`src/rtl/rqc_pkg.sv`:
```
package rqc_pkg;

    typedef enum logic [1:0] {
        KIND_READ  = 2'b00,
        KIND_WRITE = 2'b01,
        KIND_FETCH = 2'b10,
        KIND_RSVD  = 2'b11
    } acc_kind_e;

    localparam int ATTR_W = 2;
    localparam logic [ATTR_W-1:0] MEMTYPE_CACHEABLE = 2'd2;

    typedef struct packed {
        logic fault_align;
        logic uncacheable;
        logic clr_excl;
        logic shareable;
        logic pa_valid;
        logic needs_xlate;
    } rsp_flags_t;

    function automatic logic kind_is_fetch(input acc_kind_e k);
        return k == KIND_FETCH;
    endfunction

    function automatic logic remap_blocks_cache(
        input logic              remap_en,
        input logic [ATTR_W-1:0] inner0,
        input logic [ATTR_W-1:0] outer0,
        input logic [ATTR_W-1:0] type0
    );
        if (!remap_en)
            return 1'b1;
        return (inner0 == '0) || (outer0 == '0) || (type0 != MEMTYPE_CACHEABLE);
    endfunction

endpackage

```
`src/rtl/rqc_align.sv`:
```
module rqc_align
    import rqc_pkg::*;
#(
    parameter int MASK_W = 6
) (
    input  logic [MASK_W-1:0] addr_low,
    input  acc_kind_e         kind,
    input  logic              allow_unaligned,
    input  logic              strict_align,
    input  logic [MASK_W-1:0] align_mask,
    output logic              fault
);
    logic check_on;
    logic overlap;

    always_comb begin
        check_on = !kind_is_fetch(kind) && (strict_align || !allow_unaligned);
        overlap  = |(addr_low & align_mask);
        fault    = check_on && overlap;
    end
endmodule

```
`src/rtl/rqc_cacheability.sv`:
```
module rqc_cacheability
    import rqc_pkg::*;
(
    input  acc_kind_e         kind,
    input  logic              icache_en,
    input  logic              dcache_en,
    input  logic              remap_en,
    input  logic [ATTR_W-1:0] inner0,
    input  logic [ATTR_W-1:0] outer0,
    input  logic [ATTR_W-1:0] type0,
    output logic              uc_cache,
    output logic              uc_bypass
);
    always_comb begin
        uc_cache  = kind_is_fetch(kind) ? !icache_en : !dcache_en;
        uc_bypass = uc_cache || remap_blocks_cache(remap_en, inner0, outer0, type0);
    end
endmodule

```
`src/rtl/rqc_top.sv`:
```
module rqc_top
    import rqc_pkg::*;
#(
    parameter int ADDR_W = 32,
    parameter int MASK_W = 6
) (
    input  logic              clk,
    input  logic              rst,
    input  logic              req_valid,
    input  logic [ADDR_W-1:0] req_vaddr,
    input  logic [1:0]        req_kind,
    input  logic              req_clr_excl,
    input  logic              req_allow_unaligned,
    input  logic [MASK_W-1:0] req_align_mask,
    input  logic              ctl_xlate_en,
    input  logic              ctl_icache_en,
    input  logic              ctl_dcache_en,
    input  logic              ctl_strict_align,
    input  logic              ctl_remap_en,
    input  logic [ATTR_W-1:0] ctl_inner_attr0,
    input  logic [ATTR_W-1:0] ctl_outer_attr0,
    input  logic [ATTR_W-1:0] ctl_mem_type0,
    output logic              rsp_done,
    output logic              rsp_fault_align,
    output logic              rsp_uncacheable,
    output logic              rsp_clr_excl,
    output logic              rsp_shareable,
    output logic              rsp_pa_valid,
    output logic              rsp_needs_xlate,
    output logic [ADDR_W-1:0] rsp_paddr
);
    localparam int LOW_W = (MASK_W < ADDR_W) ? MASK_W : ADDR_W;

    acc_kind_e   kind;
    logic        align_fault;
    logic        uc_cache;
    logic        uc_bypass;
    rsp_flags_t  nxt_flags;
    rsp_flags_t  cur_flags;
    logic [ADDR_W-1:0] nxt_pa;
    logic [ADDR_W-1:0] cur_pa;
    logic        done_q;
    logic [MASK_W-1:0] addr_low;

    assign kind = acc_kind_e'(req_kind);

    always_comb begin
        addr_low = '0;
        addr_low[LOW_W-1:0] = req_vaddr[LOW_W-1:0];
    end

    rqc_align #(.MASK_W(MASK_W)) u_align (
        .addr_low        (addr_low),
        .kind            (kind),
        .allow_unaligned (req_allow_unaligned),
        .strict_align    (ctl_strict_align),
        .align_mask      (req_align_mask),
        .fault           (align_fault)
    );

    rqc_cacheability u_cache (
        .kind      (kind),
        .icache_en (ctl_icache_en),
        .dcache_en (ctl_dcache_en),
        .remap_en  (ctl_remap_en),
        .inner0    (ctl_inner_attr0),
        .outer0    (ctl_outer_attr0),
        .type0     (ctl_mem_type0),
        .uc_cache  (uc_cache),
        .uc_bypass (uc_bypass)
    );

    // Priority: exclusive clear, then alignment, then bypass or forward.
    always_comb begin
        nxt_flags = '0;
        nxt_pa    = '0;
        if (req_clr_excl) begin
            nxt_flags.uncacheable = 1'b1;
            nxt_flags.clr_excl    = 1'b1;
            nxt_flags.pa_valid    = 1'b1;
        end else begin
            nxt_flags.uncacheable = uc_cache;
            if (align_fault) begin
                nxt_flags.fault_align = 1'b1;
            end else if (!ctl_xlate_en) begin
                nxt_flags.uncacheable = uc_bypass;
                nxt_flags.pa_valid    = 1'b1;
                nxt_flags.shareable   = 1'b1;
                nxt_pa                = req_vaddr;
            end else begin
                nxt_flags.needs_xlate = 1'b1;
            end
        end
    end

    always_ff @(posedge clk) begin
        if (rst) begin
            done_q    <= 1'b0;
            cur_flags <= '0;
            cur_pa    <= '0;
        end else begin
            done_q <= req_valid;
            if (req_valid) begin
                cur_flags <= nxt_flags;
                cur_pa    <= nxt_pa;
            end
        end
    end

    assign rsp_done        = done_q;
    assign rsp_fault_align = cur_flags.fault_align;
    assign rsp_uncacheable = cur_flags.uncacheable;
    assign rsp_clr_excl    = cur_flags.clr_excl;
    assign rsp_shareable   = cur_flags.shareable;
    assign rsp_pa_valid    = cur_flags.pa_valid;
    assign rsp_needs_xlate = cur_flags.needs_xlate;
    assign rsp_paddr       = cur_pa;
endmodule

```
`config.mk`:
```
export PLATFORM = sky130hd
export DESIGN_NAME = rqc_top
export DESIGN_NICKNAME = d
export VERILOG_FILES = /design/src/rtl/rqc_pkg.sv /design/src/rtl/rqc_align.sv /design/src/rtl/rqc_cacheability.sv /design/src/rtl/rqc_top.sv
export SDC_FILE = /design/constraint.sdc
export NUM_CORES = 1
export LEC_CHECK = 0
export ABC_AREA = 1
export BUFFER_PORTS_ARGS = -buffer_cell sky130_fd_sc_hd__buf_2
export CORE_UTILIZATION = 40
export CTS_BUF_LIST = sky130_fd_sc_hd__clkbuf_8
export DETAILED_ROUTE_END_ITERATION = 8
export GPL_TIMING_DRIVEN = 0
export PLACE_DENSITY = 0.82
export SLEW_MARGIN = 15
export SYNTH_ARGS = -nofsm -noshare
export SYNTH_HDL_FRONTEND = slang
export SYNTH_HIERARCHICAL = 1
export SYNTH_SLANG_ARGS = --single-unit
export TNS_END_PERCENT = 100
```
`constraint.sdc`:
```
create_clock -name clk -period 1.3 [get_ports clk]
set_input_delay 0.13 -clock clk [delete_from_list [all_inputs] [get_ports clk]]
set_output_delay 0.13 -clock clk [all_outputs]
set_load 0.02 [all_outputs]
```
==> load_flow_metrics.sql, run 1 <==
INSERT INTO impl_metrics (metric_group, metric, value, unit) VALUES
('global_routing', 'grt_first_pass_wirelength', '6.33', 'mm'),
('floorplan', 'core.rowCount', '23', ''),
('clock_network', 'clk-insertion-delay-late', '0.29', 'ns'),
('clock_network', 'tritoncts.num_buffers', '5', ''),
('route', 'route.vias.total', '1686', ''),
('setup_path', 'type_of_origin_of_the_critical_path', 'input pin', ''),
('synth', 'ys.warnings.count', '6', ''),
('setup_path', 'timing.critical_path.arrival', '1.37', 'ns'),
('outcome', 'outcome', 'finished clean', ''),
('synth', 'synthesis.area_per_instance', '8.14', 'µm²'),
('job', 'max_cap_violations', '0', ''),
('floorplan', 'die-width', '67.2', 'µm'),
('clock_network', 'ctsHtreeMaxLevel', '2', ''),
('sta', 'timing.clock.skew', '0', 'ns'),
('global_routing', 'grt_antenna_before_repair', '0', ''),
('route', 'finalWirelength', '4.03', 'mm'),
('setup_path', 'slowest_stage', 'sky130_fd_sc_hd__clkbuf_4', ''),
('cells_and_area', 'final_util', '0.590', ''),
('place', 'dp.final_hpwl', '3.03', 'mm'),
('route', 'drt_iter0_drc', '73', ''),
('setup_path', 'worstSetupPathType', 'in -> reg', ''),
('setup_path', 'path_max_fanout', '10', ''),
('setup_path', 'cell_seen_most_often_among_critical_path_stages', 'sky130_fd_sc_hd__nand2_1', ''),
('clock_network', 'cts_tree', 'done', ''),
('synth', 'post-synth-top-area-fraction', '0.459', ''),
('sta', 'fin_ws', '0.152', 'ns'),
('route', 'routedWlPerCell', '11.2', 'µm'),
('sta', 'final.period_utilization', '0.883', ''),
('place', 'gp_congestion', '0.686', ''),
('floorplan', 'floorplan.die_area', '4520', 'µm²'),
('synth', 'synthesis.nets', '265', ''),
('cells_and_area', 'area_delta_synth_final', '39.7', '%'),
('sta', 'measured_slew_at_the_worst_slew_check_pin', '0.468', 'ns'),
('place', 'place.port_buffers', '93', ''),
('route', 'remaining_drc_errors', '0', ''),
('place', 'placement.cell_area', '2230', 'µm²'),
('clock_network', 'clkSlewWorstSetupHoldPaths', '0.08', 'ns'),
('sta', 'layout_min_cycle_time', '1.15', 'ns'),
('power', 'power_per_cell_area', '1170', 'nW/µm²'),
('floorplan', 'initial_util', '0.422', ''),
('power', 'power.leakage', '1.10', 'nW'),
('sta', 'slew_violations', '0', ''),
('global_routing', 'grt.overflow.total', '0', ''),
('synth', 'unique_cell_type_count_in_the_yosys_netlist', '18', ''),
('power', 'worst_ir_drop_vdd', '0.880', 'mV'),
('power', 'post-layout-total-power', '2.79', 'mW'),
('cells_and_area', 'insertedDiodeCount', '0', ''),
('sta', 'finalSetupViolations', '0', ''),
('synth', 'ys_ff_latch', '39', ''),
('cells_and_area', 'post_route_cells_drive_above_1_share', '0.463', ''),
('route', 'drtAntennaViolNets', '0', ''),
('cells_and_area', 'final_cell_area', '2380', 'µm²'),
('synth', 'synth_sequential_area_ratio', '0.459', ''),
('sta', 'achievable-frequency', '0.871', 'GHz'),
('sta', 'rsz0062_at_grt', 'no', ''),
('synth', 'yosys_top_cell_by_area', 'sky130_fd_sc_hd__dfxtp_1', ''),
('place', 'placement.setup.worst_slack', '-0.243', 'ns'),
('global_routing', 'grt.total_usage', '0.187', ''),
('clock_network', 'clock-root-buffer', 'sky130_fd_sc_hd__clkbuf_8', ''),
('setup_path', 'end_kind', 'flop', ''),
('setup_path', 'cp_cell_sequence', 'buf_2, nand2_1, nand2_1, nor2_1, a21oi_1, nor2_2, clkbuf_4, nand3_2, a21oi_2', ''),
('synth', 'netlist_area', '1700', 'µm²'),
('synth', 'synth.top_cells.by_area', 'sky130_fd_sc_hd__dfxtp_1 (46%), sky130_fd_sc_hd__nand2_1 (12%), sky130_fd_sc_hd__nand3_2 (12%)', ''),
('floorplan', 'core_region_area', '4030', 'µm²'),
('global_routing', 'grt_pass1_vias', '1476', ''),
('clock_network', 'cts.sink_count', '39', ''),
('global_routing', 'largest_net_degree_at_the_start_of_global_routing', '13', ''),
('setup_path', 'worst-endpoint-required', '1.52', 'ns'),
('synth', 'syn-instance-count', '209', ''),
('sta', 'maxSlewHeadroom', '0.688', ''),
('worst_hold_path', 'whs_path_depth', '3', ''),
('route', 'post_drt_via_cell_ratio', '4.67', ''),
('floorplan', 'die_h', '67.2', 'µm'),
('sta', 'final.setup.tns', '0', 'ns'),
('cells_and_area', 'nets', '366', ''),
('route', 'pre_antenna_drt_iters', '6', ''),
('floorplan', 'io-pin-count', '95', ''),
('clock_network', 'max-clock-path-buffers', '2', ''),
('setup_path', 'timing.reg2reg.worst_path_depth', '4', ''),
('worst_hold_path', 'hp-class', 'in -> reg', ''),
('sta', 'report.final.hold_viol_count', '0', ''),
('setup_path', 'cpPeakStageDelay', '0.30', 'ns');
final timing paths:
check,endpoint,from,slack [ns]
max,rsp_paddr[8],req_vaddr[0],0.15
min,rsp_paddr[9],req_vaddr[9],0.09
max reg2reg,rsp_uncacheable,rsp_uncacheable,0.64
min reg2reg,rsp_paddr[30],rsp_paddr[30],0.46
flip-flops by register name, summed over array words and instances (netlist names):
| name | count |
|---|---|
| rsp_uncacheable | 1 |
| rsp_paddr | 32 |
| rsp_shareable | 1 |
| rsp_pa_valid | 1 |
| rsp_done | 1 |
| rsp_needs_xlate | 1 |
| rsp_fault_align | 1 |
| rsp_clr_excl | 1 |
cell families after synthesis:
logic type | share of synthesized area
compound gates | 0.138
simple gates | 0.321
buf+inv | 0.0817
flops | 0.459
placed cells by master, fill, tap and decap left out, types with 2 or more instances in the layout:
master / count
sky130_fd_sc_hd__a21oi_1: 27
sky130_fd_sc_hd__a21oi_2: 10
sky130_fd_sc_hd__buf_2: 96
sky130_fd_sc_hd__buf_4: 2
sky130_fd_sc_hd__buf_6: 2
sky130_fd_sc_hd__bufinv_16: 2
sky130_fd_sc_hd__clkbuf_1: 5
sky130_fd_sc_hd__clkbuf_4: 2
sky130_fd_sc_hd__clkbuf_8: 5
sky130_fd_sc_hd__dfxtp_1: 39
sky130_fd_sc_hd__inv_1: 14
sky130_fd_sc_hd__nand2_1: 56
sky130_fd_sc_hd__nand3_1: 16
sky130_fd_sc_hd__nand3_2: 20
sky130_fd_sc_hd__nor2_1: 7
sky130_fd_sc_hd__nor2_2: 2
stage by stage:
stage / cells / hold slack, ns
final: 361 / 0.0867
after global routing: 361 / 0.0819
after CTS: 360 / 0.0780
after detailed placement: 352 / 0.392
after global placement: 352 / 0.388
after floorplan: 209 / 0.273
metal layers:
layer | up-vias | global-route usage | wire (µm)
met5 | - | 0 | 0
met4 | 0 | 0.0638 | 48
met3 | 8 | 0.0490 | 281
met2 | 62 | 0.308 | 1880
met1 | 736 | 0.236 | 1820
li1 | 880 | - | -
report_power, final:
part	internal, mW	switching [mW]	total (mW)
logic	0.149	0.225	0.374
registers	1.22	0.0133	1.24
clock network	0.759	0.416	1.18
area by class of cell:
class,instances,area (µm²)
clock inverter,3,63.8
buffer,14,93.8
tap,50,62.6
fill,390,1650
timing repair buffer,94,473
inverter,14,52.6
multi-input combinational,142,781
clock buffer,5,68.8
sequential,39,781
what timing repair did:
item                       4_1_cts  5_1_grt
hold buffers                     0        0
buffers inserted                 0        1
gates resized for setup          0        4
setup endpoints to repair        0       26
cells in the mapped netlist:
library cell / count
sky130_fd_sc_hd__buf_8: 1
sky130_fd_sc_hd__a21oi_1: 27
sky130_fd_sc_hd__dfxtp_1: 39
sky130_fd_sc_hd__clkbuf_1: 5
sky130_fd_sc_hd__nand3_2: 20
sky130_fd_sc_hd__nor3_1: 1
sky130_fd_sc_hd__nand2_1: 56
sky130_fd_sc_hd__a21oi_2: 10
sky130_fd_sc_hd__buf_2: 6
sky130_fd_sc_hd__buf_6: 2
sky130_fd_sc_hd__inv_2: 1
sky130_fd_sc_hd__nand3_1: 16
sky130_fd_sc_hd__nor2_2: 2
sky130_fd_sc_hd__o21bai_1: 1
sky130_fd_sc_hd__inv_1: 13
sky130_fd_sc_hd__nor2_4: 1
sky130_fd_sc_hd__nor2_1: 7
sky130_fd_sc_hd__o21ai_0: 1
critical path: cells and delay by family:
family                 cells  cell delay [ns]
AO/OA/AOI/OAI              2             0.26
buffers and inverters      2             0.41
AND/OR/NAND/NOR            5             0.56
(Power assumes the default switching activity.)
==> run 2, diff against run 1 <==
==> constraint.sdc (replaced) <==
create_clock -name clk -period 1.4 [get_ports clk]
set_input_delay 0.14 -clock clk [delete_from_list [all_inputs] [get_ports clk]]
set_output_delay 0.14 -clock clk [all_outputs]
set_load 0.02 [all_outputs]
==> load_flow_metrics.sql, run 2 (synthesized netlist as in run 1, its figures left out) <==
INSERT INTO impl_metrics (metric_group, metric, value, unit) VALUES
('clock_network', 'cts.sink_count', '39', ''),
('floorplan', 'initial_util', '0.422', ''),
('setup_path', 'timing.reg2reg.worst_path_depth', '4', ''),
('clock_network', 'ctsHoldBuffers', '0', ''),
('cells_and_area', 'final_common_cell', 'sky130_fd_sc_hd__buf_2', ''),
('sta', 'rsz0062_at_grt', 'no', ''),
('cells_and_area', 'final_util', '0.587', ''),
('global_routing', 'grt_antenna_before_repair', '0', ''),
('global_routing', 'grt.total_usage', '0.187', ''),
('floorplan', 'die-width', '67.2', 'µm'),
('cells_and_area', 'stdcell_count', '360', ''),
('route', 'route.vias.total', '1687', ''),
('clock_network', 'clk-insertion-delay-late', '0.29', 'ns'),
('route', 'routedWlPerCell', '11.2', 'µm'),
('sta', 'worst_hold_slack', '0.0977', 'ns'),
('place', 'placement.setup.worst_slack', '-0.153', 'ns'),
('clock_network', 'clkSlewWorstSetupHoldPaths', '0.07', 'ns'),
('global_routing', 'grt.overflow.total', '0', ''),
('route', 'remaining_drc_errors', '0', ''),
('sta', 'final.period_utilization', '0.895', ''),
('route', 'drt_iter0_drc', '83', ''),
('route', 'finalWirelength', '4.03', 'mm'),
('floorplan', 'core.rowCount', '23', ''),
('place', 'post-place-cells', '352', ''),
('global_routing', 'grt_pass1_vias', '1476', ''),
('floorplan', 'die_h', '67.2', 'µm'),
('job', 'max_cap_violations', '0', ''),
('outcome', 'outcome', 'finished clean', ''),
('setup_path', 'timing.critical_path.arrival', '1.48', 'ns'),
('cells_and_area', 'post_route_cells_drive_above_1_share', '0.461', ''),
('sta', 'maxSlewHeadroom', '0.682', ''),
('place', 'gp_congestion', '0.686', ''),
('floorplan', 'floorplan.die_area', '4520', 'µm²'),
('clock_network', 'ctsHtreeMaxLevel', '2', ''),
('setup_path', 'worst-endpoint-required', '1.62', 'ns'),
('cells_and_area', 'fillerInstances', '391', ''),
('sta', 'report.final.hold_viol_count', '0', ''),
('route', 'post_drt_via_cell_ratio', '4.69', ''),
('sta', 'layout_min_cycle_time', '1.25', 'ns'),
('global_routing', 'largest_net_degree_at_the_start_of_global_routing', '13', ''),
('power', 'power.leakage', '1.10', 'nW'),
('sta', 'slew_violations', '0', ''),
('worst_hold_path', 'hp-class', 'in -> reg', ''),
('clock_network', 'max-clock-path-buffers', '2', ''),
('power', 'power_per_cell_area', '1090', 'nW/µm²'),
('route', 'drtAntennaViolNets', '0', ''),
('sta', 'achievable-frequency', '0.798', 'GHz'),
('route', 'pre_antenna_drt_iters', '4', ''),
('clock_network', 'tritoncts.num_buffers', '5', ''),
('cells_and_area', 'commonest_non_fill_non_tap_cells_in_the_layout', 'sky130_fd_sc_hd__buf_2 (98), sky130_fd_sc_hd__nand2_1 (56), sky130_fd_sc_hd__dfxtp_1 (39), sky130_fd_sc_hd__a21oi_1 (27), sky130_fd_sc_hd__nand3_2 (20)', ''),
('power', 'post-layout-total-power', '2.58', 'mW'),
('cells_and_area', 'largest_register_ff_count', '32', ''),
('place', 'dp.final_hpwl', '3.03', 'mm'),
('clock_network', 'clock-root-buffer', 'sky130_fd_sc_hd__clkbuf_8', ''),
('global_routing', 'grt_first_pass_wirelength', '6.33', 'mm'),
('clock_network', 'cts_tree', 'done', ''),
('setup_path', 'end_kind', 'flop', ''),
('cells_and_area', 'nets', '365', ''),
('setup_path', 'worstSetupPathType', 'in -> reg', ''),
('floorplan', 'io-pin-count', '95', ''),
('cells_and_area', 'area_delta_synth_final', '39.0', '%'),
('sta', 'fin_ws', '0.146', 'ns'),
('setup_path', 'path_max_fanout', '10', ''),
('sta', 'finalSetupViolations', '0', ''),
('power', 'worst_ir_drop_vdd', '0.816', 'mV'),
('place', 'place.port_buffers', '93', ''),
('sta', 'timing.clock.skew', '0', 'ns'),
('worst_hold_path', 'whs_path_depth', '3', ''),
('sta', 'measured_slew_at_the_worst_slew_check_pin', '0.478', 'ns'),
('floorplan', 'core_region_area', '4030', 'µm²'),
('cells_and_area', 'insertedDiodeCount', '0', ''),
('setup_path', 'type_of_origin_of_the_critical_path', 'input pin', '');
## run 2: cell type report
type                            count  area [µm²]  area share
Clock buffer                        5        68.8      0.0291
Timing Repair Buffer               93         465       0.197
Inverter                           14        52.6      0.0222
Buffer                             14        88.8      0.0376
Tap cell                           50        62.6      0.0265
Multi-Input combinational cell    142         781       0.330
Clock inverter                      3        63.8      0.0270
Sequential cell                    39         781       0.330
## run 2: critical path, cell delays in order
cell,delay (ns)
sky130_fd_sc_hd__buf_2,0.11
sky130_fd_sc_hd__nand2_1,0.06
sky130_fd_sc_hd__nand2_1,0.04
sky130_fd_sc_hd__nor2_1,0.14
sky130_fd_sc_hd__a21oi_1,0.14
sky130_fd_sc_hd__nor2_2,0.25
sky130_fd_sc_hd__buf_2,0.35
sky130_fd_sc_hd__nand3_2,0.11
sky130_fd_sc_hd__a21oi_2,0.12
## run 2: repair_timing
action                                  in CTS  in global routing
resized for setup                            0                  1
endpoints found under the setup margin       0                  2
buffers inserted                             0                  0
## run 2: per-stage QoR
stage / instance area, µm² / TNS, ns
2_1_floorplan: 1700 / 0
6_report: 2360 / 0
4_1_cts: 2360 / 0
3_5_place_dp: 2230 / -3.20
3_3_place_gp: 2230 / -2.97
5_1_grt: 2360 / 0
## run 2: power by group
part           switching, mW  total (mW)  internal [mW]
clock                  0.385        1.09          0.705
sequential            0.0123        1.15           1.14
combinational          0.208       0.342          0.134
total                  0.606        2.58           1.97
## run 2: path summary, 6_finish.rpt
kind / from / slack [ns] / to
setup reg to reg: rsp_uncacheable / 0.73 / rsp_uncacheable
hold / removal: req_vaddr[9] / 0.1 / rsp_paddr[9]
hold reg to reg: rsp_paddr[30] / 0.46 / rsp_paddr[30]
setup / recovery: req_vaddr[0] / 0.15 / rsp_paddr[8]
## run 2: per-layer routing
metal / routed length [µm] / share of wire / GRT usage
met3: 278 / 0.069 / 0.0490
met2: 1860 / 0.46 / 0.308
met4: 48 / 0.012 / 0.0638
met1: 1850 / 0.46 / 0.236
met5: 0 / 0 / 0
